[src/rtl/nds_pkg.sv]
package nds_pkg;
    typedef enum logic [1:0] {
        ST_IDLE  = 2'd0,
        ST_READ  = 2'd1,
        ST_WRITE = 2'd2,
        ST_DONE  = 2'd3
    } nds_state_e;
endpackage

[src/rtl/nds_fsm.sv]
module nds_fsm
    import nds_pkg::*;
(
    input  logic       clk,
    input  logic       rst_n,
    input  logic       start,
    output nds_state_e state,
    output logic       accept,
    output logic       rd_en,
    output logic       wr_en,
    output logic       busy,
    output logic       done
);
    nds_state_e state_q;
    nds_state_e state_d;

    // state register
    always_ff @(posedge clk or negedge rst_n) begin
        if (!rst_n) state_q <= ST_IDLE;
        else        state_q <= state_d;
    end

    // transitions
    always_comb begin
        state_d = state_q;
        unique case (state_q)
            ST_IDLE:  if (start) state_d = ST_READ;
            ST_READ:  state_d = ST_WRITE;
            ST_WRITE: state_d = ST_DONE;
            ST_DONE:  state_d = ST_IDLE;
            default:  state_d = ST_IDLE;
        endcase
    end

    // output decode
    always_comb begin
        accept = 1'b0;
        rd_en  = 1'b0;
        wr_en  = 1'b0;
        busy   = 1'b1;
        done   = 1'b0;
        unique case (state_q)
            ST_IDLE: begin
                busy   = 1'b0;
                accept = start;
            end
            ST_READ:  rd_en = 1'b1;
            ST_WRITE: wr_en = 1'b1;
            ST_DONE:  done  = 1'b1;
            default:  busy  = 1'b0;
        endcase
    end

    assign state = state_q;
endmodule

[src/rtl/nds_rotate.sv]
module nds_rotate #(
    parameter int NIB_W = 4
) (
    input  logic                 left,
    input  logic [NIB_W-1:0]     acc_lo,
    input  logic [2*NIB_W-1:0]   mem_byte,
    output logic [NIB_W-1:0]     acc_lo_new,
    output logic [2*NIB_W-1:0]   mem_byte_new
);
    localparam int BYTE_W = 2 * NIB_W;

    logic [NIB_W-1:0] m_hi;
    logic [NIB_W-1:0] m_lo;
    logic [BYTE_W-1:0] rot_r;
    logic [BYTE_W-1:0] rot_l;

    assign m_hi = mem_byte[BYTE_W-1:NIB_W];
    assign m_lo = mem_byte[NIB_W-1:0];

    // right: acc->mem hi, mem hi->mem lo, mem lo->acc
    assign rot_r = {acc_lo, m_hi};
    // left: acc->mem lo, mem lo->mem hi, mem hi->acc
    assign rot_l = {m_lo, acc_lo};

    always_comb begin
        if (left) begin
            acc_lo_new   = m_hi;
            mem_byte_new = rot_l;
        end else begin
            acc_lo_new   = m_lo;
            mem_byte_new = rot_r;
        end
    end
endmodule

[src/rtl/nds_regs.sv]
module nds_regs #(
    parameter int NIB_W  = 4,
    parameter int ADDR_W = 8
) (
    input  logic                 clk,
    input  logic                 rst_n,
    input  logic                 accept,
    input  logic                 wr_en,
    input  logic                 dir_in,
    input  logic [ADDR_W-1:0]    addr_in,
    input  logic [2*NIB_W-1:0]   acc_in,
    input  logic [NIB_W-1:0]     acc_lo_new,
    output logic                 dir_q,
    output logic [ADDR_W-1:0]    addr_q,
    output logic [NIB_W-1:0]     acc_lo_q,
    output logic [2*NIB_W-1:0]   acc_out
);
    localparam int BYTE_W = 2 * NIB_W;

    logic [NIB_W-1:0] acc_hi_q;

    always_ff @(posedge clk or negedge rst_n) begin
        if (!rst_n) begin
            dir_q    <= 1'b0;
            addr_q   <= '0;
            acc_lo_q <= '0;
            acc_hi_q <= '0;
        end else if (accept) begin
            dir_q    <= dir_in;
            addr_q   <= addr_in;
            acc_lo_q <= acc_in[NIB_W-1:0];
            acc_hi_q <= acc_in[BYTE_W-1:NIB_W];
        end
    end

    always_ff @(posedge clk or negedge rst_n) begin
        if (!rst_n)     acc_out <= '0;
        else if (wr_en) acc_out <= {acc_hi_q, acc_lo_new};
    end
endmodule

[src/rtl/nibble_rotate_seq.sv]
module nibble_rotate_seq
    import nds_pkg::*;
#(
    parameter int NIB_W  = 4,
    parameter int ADDR_W = 8
) (
    input  logic                 clk,
    input  logic                 rst_n,
    input  logic                 start,
    input  logic                 dir_left,
    input  logic [ADDR_W-1:0]    addr_in,
    input  logic [2*NIB_W-1:0]   acc_in,
    output logic [2*NIB_W-1:0]   acc_out,
    output logic                 busy,
    output logic                 done,
    output logic [ADDR_W-1:0]    mem_addr,
    output logic                 mem_re,
    input  logic [2*NIB_W-1:0]   mem_rdata,
    output logic                 mem_we,
    output logic [2*NIB_W-1:0]   mem_wdata
);
    nds_state_e        state;
    logic              accept;
    logic              rd_en;
    logic              wr_en;
    logic              dir_q;
    logic [NIB_W-1:0]  acc_lo_q;
    logic [NIB_W-1:0]  acc_lo_new;

    nds_fsm u_fsm (
        .clk    (clk),
        .rst_n  (rst_n),
        .start  (start),
        .state  (state),
        .accept (accept),
        .rd_en  (rd_en),
        .wr_en  (wr_en),
        .busy   (busy),
        .done   (done)
    );

    nds_regs #(.NIB_W(NIB_W), .ADDR_W(ADDR_W)) u_regs (
        .clk        (clk),
        .rst_n      (rst_n),
        .accept     (accept),
        .wr_en      (wr_en),
        .dir_in     (dir_left),
        .addr_in    (addr_in),
        .acc_in     (acc_in),
        .acc_lo_new (acc_lo_new),
        .dir_q      (dir_q),
        .addr_q     (mem_addr),
        .acc_lo_q   (acc_lo_q),
        .acc_out    (acc_out)
    );

    nds_rotate #(.NIB_W(NIB_W)) u_rot (
        .left         (dir_q),
        .acc_lo       (acc_lo_q),
        .mem_byte     (mem_rdata),
        .acc_lo_new   (acc_lo_new),
        .mem_byte_new (mem_wdata)
    );

    assign mem_re = rd_en;
    assign mem_we = wr_en;

    logic unused_state;
    assign unused_state = ^state;
endmodule

[config.mk]
export PLATFORM = sky130hd
export DESIGN_NAME = nibble_rotate_seq
export DESIGN_NICKNAME = d
export VERILOG_FILES = /design/src/rtl/nds_pkg.sv /design/src/rtl/nds_fsm.sv /design/src/rtl/nds_rotate.sv /design/src/rtl/nds_regs.sv /design/src/rtl/nibble_rotate_seq.sv
export SDC_FILE = /design/constraint.sdc
export NUM_CORES = 1
export LEC_CHECK = 0
export ABC_AREA = 1
export BUFFER_PORTS_ARGS = -buffer_cell sky130_fd_sc_hd__buf_4
export CAP_MARGIN = 20
export CORE_MARGIN = 8
export CORE_UTILIZATION = 51
export CTS_CLUSTER_SIZE = 12
export DETAILED_ROUTE_END_ITERATION = 7
export GPL_TIMING_DRIVEN = 0
export PLACE_DENSITY = 0.91
export SLEW_MARGIN = 40
export SYNTH_ARGS = -nofsm -noshare
export SYNTH_HDL_FRONTEND = slang
export SYNTH_SLANG_ARGS = --single-unit
[constraint.sdc]
create_clock -name clk -period 2.41 [get_ports clk]
set_input_delay 0.241 -clock clk [delete_from_list [all_inputs] [get_ports clk]]
set_output_delay 0.241 -clock clk [all_outputs]
set_load 0.1 [all_outputs]
==> impl_metrics.yaml, run 1 <==
logic_synthesis:
  synth_top_family_by_area: "simple AND/OR/NAND/NOR gates"
  yosysWarnings: 0
  syn_area_mm2: 0.001366
  synth_xor_area_frac: 0
  synth-compound-area-share: 0.04029
  yosys-top-cells-area: "dfrtp_1, nand2_1, nand3_2, ha_1, nand3_1"
  syn_inst: 160
  syn_avg_cell_area_um2: 8.539
  ys_types: 16
  yosysTopAreaCell: "dfrtp_1"
  synth-simple-area-share: 0.3159
  ys_seq_area_frac: 0.4945
  muxShareOfSynthArea: 0
  synthAdderAreaFrac: 0.05495
  syn_nets: 194
  synth_seq_cells: 27
  yosysTopAreaCellShare: 0.4945
cells_and_area:
  nets: 254
  syn2layout_area_growth_pct: 35.07
  final_common_cell: "nand2_1"
  seqCellArea_um2: 675.6
  multi_input_area_um2: 561.8
  fillers: 183
  layout_common_cells: "nand2_1, buf_4, dfrtp_1"
  drive_gt1_frac: 0.3562
  insertedDiodeCount: 0
sta:
  finalSetupViolations: 0
  setup-tns-final_ns: 0
  worst_pin_slew_ns: 0.3343
  whs_ns: 0.1374
  fmax_ghz: 0.4957
  fin_ws_ns: 0.3927
  rsz0062_at_grt: "false"
  period_minus_slack_ns: 2.017
  post-route-period-util: 0.8370
  max-slew-margin-rel: 0.7771
  hold_viol: 0
  slew_violations: 0
  fin_skew_ns: 0.004283
grt:
  grt_pass1_wl_um: 5368
  grt_max_degree: 28
  gr-total-overflow: 0
  first_global_vias: 1218
  track_usage: 0.1495
  antenna_found_initial: 0
clock_tree:
  cts_max_path_buffers: 2
  cts-buffers-inserted: 3
  clock_latency_ns: 0.32
  cts_root_buf: "clkbuf_4"
  cts_setup_buffers: 0
  clock-sinks: 27
  cts_resized: 0
  htreeDepth: 1
  cts.reportedPaths.clkPinSlew_ns: 0.14
  cts_tree: "built"
route:
  drc: 0
  vias: 1199
  viasPerCell: 4.815
  ant_nets: 0
  drt-initial-drc-count: 73
  drtPass1Iterations: 4
  routed_wl_um: 3311
  wl_per_cell_um: 13.30
setup_path:
  cp_data_arrival_time_ns: 1.78
  path_class: "register to output port"
  crit_fanout: 10
  crit_path_start_kind: "register"
  regToRegSetupSlack_ns: 1.02
  critPathRequiredTime_ns: 2.17
  crit_path_end_kind: "output port"
place:
  pre_cts_slack_ns: 0.7495
  gp_congestion: 0.8063
  dp_hpwl_um: 2565
  port_buffers: 54
floorplanning:
  fp.coreArea_mm2: 0.002500
  std_cell_rows: 18
  io-pin-count: 56
  initial_core_util: 0.5465
  dieArea_mm2: 0.004591
  die_w_um: 67.76
  die_y_um: 67.76
outcome:
  status: "completed"
run:
  drv_cap: 0
worst_hold_path:
  hold_path_class: "input pin to register"
## per-stage QoR
stage                     area (um^2)  instances  utilization
final                            1846        249       0.7382
after global routing             1846        249       0.7382
after CTS                        1846        249       0.7382
after detailed placement         1809        244       0.7237
after global placement           1809        244       0.7237
after floorplan                  1366        160            -
## routing by layer
metal / vias up / wire (um) / GRT usage
met1: 532 / 1335 / 0.1652
met2: 48 / 1592 / 0.2698
met4: 0 / 12 / 0.04178
met3: 2 / 370 / 0.04470
li1: 617 / - / -
met5: - / 0 / 0
## layout make-up
cell class | instances | area share
buffer | 8 | 0.04136
sequential | 27 | 0.3661
inverter | 14 | 0.02847
multi-input combinational | 111 | 0.3044
clock buffer | 4 | 0.01424
timing repair buffer | 55 | 0.2251
tap | 30 | 0.02034
## what timing repair did
item                       CTS  global route
hold buffers                 1             0
hold endpoints to repair    27             0
setup endpoints to repair    0             0
## final timing paths
path | to | cells after the start | startpoint
worst max-delay path | busy | 6 | u_fsm.state[0]
worst min-delay path | u_regs.addr_q[0] | 3 | addr_in[0]
worst max register to register | u_fsm.state[0] | 6 | u_fsm.state[0]
worst min register to register | u_regs.acc_out[4] | 2 | u_regs.acc_out[4]
max in group asynchronous | u_regs.acc_lo_q[0] | 2 | rst_n
min in group asynchronous | u_regs.acc_out[0] | 2 | rst_n
## cells in the mapped netlist
master,instances
a21oi_1,1
buf_12,1
buf_2,3
buf_4,1
buf_6,3
clkinv_1,1
dfrtp_1,27
ha_1,6
inv_1,10
inv_2,3
nand2_1,71
nand2_4,1
nand3_1,12
nand3_2,9
nor2_1,1
o21ai_1,10
## registers in the layout, indices dropped and copies added, names as in the netlist
| register | cells |
|---|---|
| u_regs.addr_q | 8 |
| u_regs.acc_out | 8 |
| u_regs.acc_hi_q | 4 |
| u_regs.dir_q | 1 |
| u_fsm.state | 2 |
| u_regs.acc_lo_q | 4 |
## worst max-delay path: stages, from the launching register on
cell     delay [ns]
dfrtp_1        0.43
inv_1          0.13
ha_1           0.27
buf_6          0.16
buf_12         0.15
inv_2          0.04
buf_4          0.27
## cells by family after synthesis
kind of cell	Yosys count
fa+ha+maj	6
simple gates	94
flops	27
compound gates	11
buf+inv	22
Power of run 1 is not shown: default switching activity piles up to over one toggle a cycle in this logic, so the estimate is an artifact.
==> run 2: changes to the inputs <==
--- a/config.mk
+++ b/config.mk
@@ -5,15 +5,15 @@
 export SDC_FILE = /design/constraint.sdc
 export NUM_CORES = 1
 export LEC_CHECK = 0
-export ABC_AREA = 1
+export ABC_AREA = 0
 export BUFFER_PORTS_ARGS = -buffer_cell sky130_fd_sc_hd__buf_4
 export CAP_MARGIN = 20
 export CORE_MARGIN = 8
-export CORE_UTILIZATION = 51
+export CORE_UTILIZATION = 46
 export CTS_CLUSTER_SIZE = 12
 export DETAILED_ROUTE_END_ITERATION = 7
 export GPL_TIMING_DRIVEN = 0
-export PLACE_DENSITY = 0.91
+export PLACE_DENSITY = 0.85
 export SLEW_MARGIN = 40
 export SYNTH_ARGS = -nofsm -noshare
 export SYNTH_HDL_FRONTEND = slang
==> constraint.sdc (replaced) <==
create_clock -name clk -period 1.9 [get_ports clk]
set_input_delay 0.19 -clock clk [delete_from_list [all_inputs] [get_ports clk]]
set_output_delay 0.19 -clock clk [all_outputs]
set_load 0.1 [all_outputs]
==> impl_metrics.yaml, run 2 <==
clock_tree:
  cts-buffers-inserted: 3
  cts_root_buf: "clkbuf_4"
  cts_setup_buffers: 0
  cts_tree: "built"
  htreeDepth: 1
  clock_latency_ns: 0.32
  hold_buffers: 1
  cts_max_path_buffers: 2
  cts_resized: 0
  clock-sinks: 27
  cts.reportedPaths.clkPinSlew_ns: 0.14
sta:
  hold_viol: 0
  rsz0062_at_grt: "false"
  period_minus_slack_ns: 1.793
  slew_violations: 0
  post-route-period-util: 0.9438
  whs_ns: 0.08560
  worst_pin_slew_ns: 0.3413
  setup-tns-final_ns: 0
  fmax_ghz: 0.5577
  finalSetupViolations: 0
  max-slew-margin-rel: 0.7725
  fin_skew_ns: 0.005579
logic_synthesis:
  synth_common_cells: "dfrtp_1, mux2_2, mux2_4, ha_1"
  syn_nets: 119
  syn_inst: 85
  yosys-top-cells-area: "dfrtp_1, mux2_2, mux2_4, ha_1, mux2i_1"
  synth_edf_count: 0
  ys_seq_area_frac: 0.5284
  yosysTopAreaCell: "dfrtp_1"
  yosysTopAreaCellShare: 0.5284
  ys_types: 13
  syn_area_mm2: 0.001279
  synthFlopType: "dfrtp_1"
  syn_avg_cell_area_um2: 15.04
  synth.most_common_cell: "dfrtp_1"
  yosysWarnings: 0
  synth_seq_cells: 27
  async_reset_ff_frac: 1.000
grt:
  grt_max_degree: 28
  track_usage: 0.1346
  antenna_found_initial: 0
  first_global_vias: 1016
  grt_pass1_wl_um: 4830
  gr-total-overflow: 0
route:
  drtPass1Iterations: 4
  viasPerCell: 4.915
  vias: 865
  routed_wl_um: 3023
  wl_per_cell_um: 17.18
  drc: 0
  ant_nets: 0
  drt-initial-drc-count: 18
setup_path:
  critical_path.cell_chain: "buf_4 > mux2_2 > buf_4"
  path_class: "register to output port"
  crit_slowest_cell: "dfrtp_1"
  cp_data_arrival_time_ns: 1.60
  max_stage_delay_ns: 0.45
  crit_path_start_kind: "register"
  worst_path_most_repeated_cell: "buf_4"
  critPathRequiredTime_ns: 1.71
  crit_path_end_kind: "output port"
  crit_fanout: 10
floorplanning:
  die_w_um: 68.73
  io-pin-count: 56
  die_y_um: 68.73
  initial_core_util: 0.4718
  dieArea_mm2: 0.004723
  fp.coreArea_mm2: 0.002710
  std_cell_rows: 19
place:
  gp_congestion: 0.8133
  dp_hpwl_um: 2433
  placedCellCount: 171
  port_buffers: 55
outcome:
  status: "completed"
cells_and_area:
  insertedDiodeCount: 0
  drive_gt1_frac: 0.6414
  layout_common_cells: "buf_4, dfrtp_1, mux2_2"
  syn2layout_area_growth_pct: 38.16
  nets: 180
  final_common_cell: "buf_4"
  reg_top3: "u_regs.acc_out: 8 flops, u_regs.addr_q: 8 flops"
  instances_no_fill: 176
run:
  drv_cap: 0
worst_hold_path:
  hold_path_class: "input pin to register"
==> run 2: cell types whose count changed in the layout (fill, tap and decap cells not counted), sizes merged, moves of 3 or more <==
| cell | previous run | this run |
|---|---|---|
| mux2i | 0 | 5 |
| buf | 62 | 58 |
| mux2 | 0 | 30 |
| nand2 | 72 | 1 |
| o21ai | 10 | 0 |
| nor2 | 1 | 5 |
| a21oi | 1 | 4 |
| inv | 13 | 3 |
| nand3 | 21 | 0 |
==> run 2: cell families after synthesis <==
logic type                 share of synthesized area
and+or+nand+nor                              0.03033
DFF                                           0.5284
muxes                                         0.3327
buffers and inverters                        0.03425
adders and majority gates                    0.05871
AOI/OAI and AO/OA                            0.01566
==> run 2: layout make-up <==
cell class	instances	area [um^2]
buffer	3	32.53
inverter	3	11.26
sequential	27	675.6
multi-input combinational	52	559.3
tap	31	38.79
fill	209	943.4
timing repair buffer	56	422.9
clock buffer	4	26.28
==> run 2: final timing paths <==
path                                       to  cells past startpoint  slack, ns               start
setup / recovery                 mem_wdata[6]                      3       0.11        u_regs.dir_q
hold / removal             u_regs.acc_hi_q[0]                      2       0.09           acc_in[4]
setup reg to reg           u_regs.acc_hi_q[2]                      5       0.37      u_fsm.state[0]
hold reg to reg            u_regs.acc_hi_q[1]                      1       0.52  u_regs.acc_hi_q[1]
max in group asynchronous  u_regs.acc_hi_q[3]                      2       1.35               rst_n
min in group asynchronous   u_regs.acc_out[3]                      2       0.30               rst_n
==> run 2: critical path, delay by kind of cell, from the launching register on <==
family,cells,cell delay [ns]
flops,1,0.45
mux,1,0.36
buf+inv,2,0.45
==> run 2: metal layers <==
layer  track usage  vias up  wire (um)
met5             0        -          0
met4       0.03759        0         36
met3       0.04847        4        173
met2        0.2485       25       1750
met1        0.1401      424       1063
li1              -      412          -
==> run 2: per-stage QoR <==
| step | util | cell area [um^2] | setup slack [ns] |
|---|---|---|---|
| 3_3_place_gp | 0.6385 | 1730 | 0.4178 |
| 2_1_floorplan | - | 1279 | 0.2983 |
| 6_report | 0.6519 | 1767 | 0.1069 |
| 4_1_cts | 0.6519 | 1767 | 0.1035 |
| 5_1_grt | 0.6519 | 1767 | 0.05477 |
| 3_5_place_dp | 0.6385 | 1730 | 0.3764 |
Power of run 2 is left out for the same reason.
==> run 3: changes to the inputs <==
--- a/config.mk
+++ b/config.mk
@@ -6,14 +6,15 @@
 export NUM_CORES = 1
 export LEC_CHECK = 0
 export ABC_AREA = 0
+export ABC_CLOCK_PERIOD_IN_PS = 1900
 export BUFFER_PORTS_ARGS = -buffer_cell sky130_fd_sc_hd__buf_4
 export CAP_MARGIN = 20
 export CORE_MARGIN = 8
-export CORE_UTILIZATION = 46
+export CORE_UTILIZATION = 36
 export CTS_CLUSTER_SIZE = 12
 export DETAILED_ROUTE_END_ITERATION = 7
 export GPL_TIMING_DRIVEN = 0
-export PLACE_DENSITY = 0.85
+export PLACE_DENSITY = 0.71
 export SLEW_MARGIN = 40
 export SYNTH_ARGS = -nofsm -noshare
 export SYNTH_HDL_FRONTEND = slang
==> impl_metrics.yaml, run 3 (synthesis results as in run 2) <==
cells_and_area:
  insertedDiodeCount: 0
  syn2layout_area_growth_pct: 39.63
  fillers: 314
  nets: 180
  final_common_cell: "buf_4"
  reg_top3: "u_regs.acc_out: 8 flops, u_regs.addr_q: 8 flops"
  layout_common_cells: "buf_4, dfrtp_1, mux2_2"
  drive_gt1_frac: 0.6414
clock_tree:
  cts_setup_buffers: 0
  htreeDepth: 1
  cts.reportedPaths.clkPinSlew_ns: 0.14
  clock_latency_ns: 0.31
  cts_root_buf: "clkbuf_4"
  cts_resized: 0
  cts-buffers-inserted: 3
  cts_max_path_buffers: 2
  clock-sinks: 27
  cts_tree: "built"
outcome:
  status: "completed"
sta:
  fmax_ghz: 0.5729
  rsz0062_at_grt: "false"
  hold_viol: 0
  max-slew-margin-rel: 0.7749
  finalSetupViolations: 0
  whs_ns: 0.09454
  setup-tns-final_ns: 0
  fin_skew_ns: 0.002870
  period_minus_slack_ns: 1.745
  post-route-period-util: 0.9186
  slew_violations: 0
  worst_pin_slew_ns: 0.3376
floorplanning:
  initial_core_util: 0.3802
  io-pin-count: 56
  std_cell_rows: 21
  dieArea_mm2: 0.005715
  die_w_um: 75.60
  die_y_um: 75.60
  fp.coreArea_mm2: 0.003363
worst_hold_path:
  hold_path_class: "input pin to register"
setup_path:
  path_class: "register to output port"
  cp-endpoint: "mem_wdata[5]"
  crit_path_end_kind: "output port"
  cp_data_arrival_time_ns: 1.56
  worstSetupStartpoint: "u_regs.dir_q"
  critPathRequiredTime_ns: 1.71
  crit_fanout: 10
  r2r-end: "u_regs.acc_hi_q[2]"
  regToRegSetupSlack_ns: 0.35
  r2r-start: "u_fsm.state[0]"
  crit_path_start_kind: "register"
  worstRegToRegCells: 5
grt:
  grt_max_degree: 28
  gr-total-overflow: 0
  first_global_vias: 963
  antenna_found_initial: 0
  track_usage: 0.1049
  grt_pass1_wl_um: 4554
route:
  wl_per_cell_um: 15.11
  drtPass1Iterations: 2
  drc: 0
  routed_wl_um: 2886
  drt-initial-drc-count: 28
  ant_nets: 0
  vias: 843
  viasPerCell: 4.414
place:
  port_buffers: 55
  dp_hpwl_um: 2273
  gp_congestion: 0.6979
run:
  drv_cap: 0
run 3: stage by stage:
stage	cells	instance area, um^2	utilization	setup WS (ns)
6_report	191	1785	0.5309	0.1546
5_1_grt	191	1785	0.5309	0.07171
4_1_cts	191	1785	0.5309	0.1179
3_5_place_dp	186	1749	0.5201	0.3848
3_3_place_gp	186	1749	0.5201	0.4093
2_1_floorplan	85	1279	-	0.2983
run 3: layer usage:
metal / wire length (um) / global-route usage / part of all wire / vias up
li1: - / - / - / 412
met1: 1117 / 0.1149 / 0.39 / 401
met2: 1456 / 0.1793 / 0.50 / 28
met3: 293 / 0.04474 / 0.10 / 2
met4: 19 / 0.03198 / 0.0066 / 0
met5: 0 / 0 / 0 / -
run 3: worst max-delay path, cell delays in order (launching register included):
cell     delay [ns]
dfrtp_1        0.43
buf_4          0.22
mux2_2         0.35
buf_4          0.23
run 3: cell type report:
class / count / area, um^2 / share of cell area
Clock buffer: 4 / 26.28 / 0.01472
Multi-Input combinational cell: 52 / 559.3 / 0.3132
Timing Repair Buffer: 56 / 422.9 / 0.2369
Inverter: 3 / 11.26 / 0.006307
Tap cell: 46 / 57.56 / 0.03224
Sequential cell: 27 / 675.6 / 0.3784
Buffer: 3 / 32.53 / 0.01822
run 3: timing repair:
item	4_1_cts	5_1_grt
hold buffers	1	0
endpoints found under the setup margin	0	0
endpoints found under the hold margin	27	0
run 3: worst min-delay path by stage:
stage                    endpoint  startpoint  depth (start not counted)  slack, ns
2_1_floorplan      u_fsm.state[0]       rst_n                          0      -0.11
3_3_place_gp    u_regs.acc_out[1]       rst_n                          1       0.12
3_5_place_dp         u_regs.dir_q       rst_n                          1       0.13
4_1_cts        u_regs.acc_lo_q[0]   acc_in[0]                          2       0.08
5_1_grt        u_regs.acc_lo_q[2]   acc_in[2]                          2       0.07
6_report       u_regs.acc_lo_q[0]   acc_in[0]                          2       0.09
Power of run 3 is left out for the same reason.
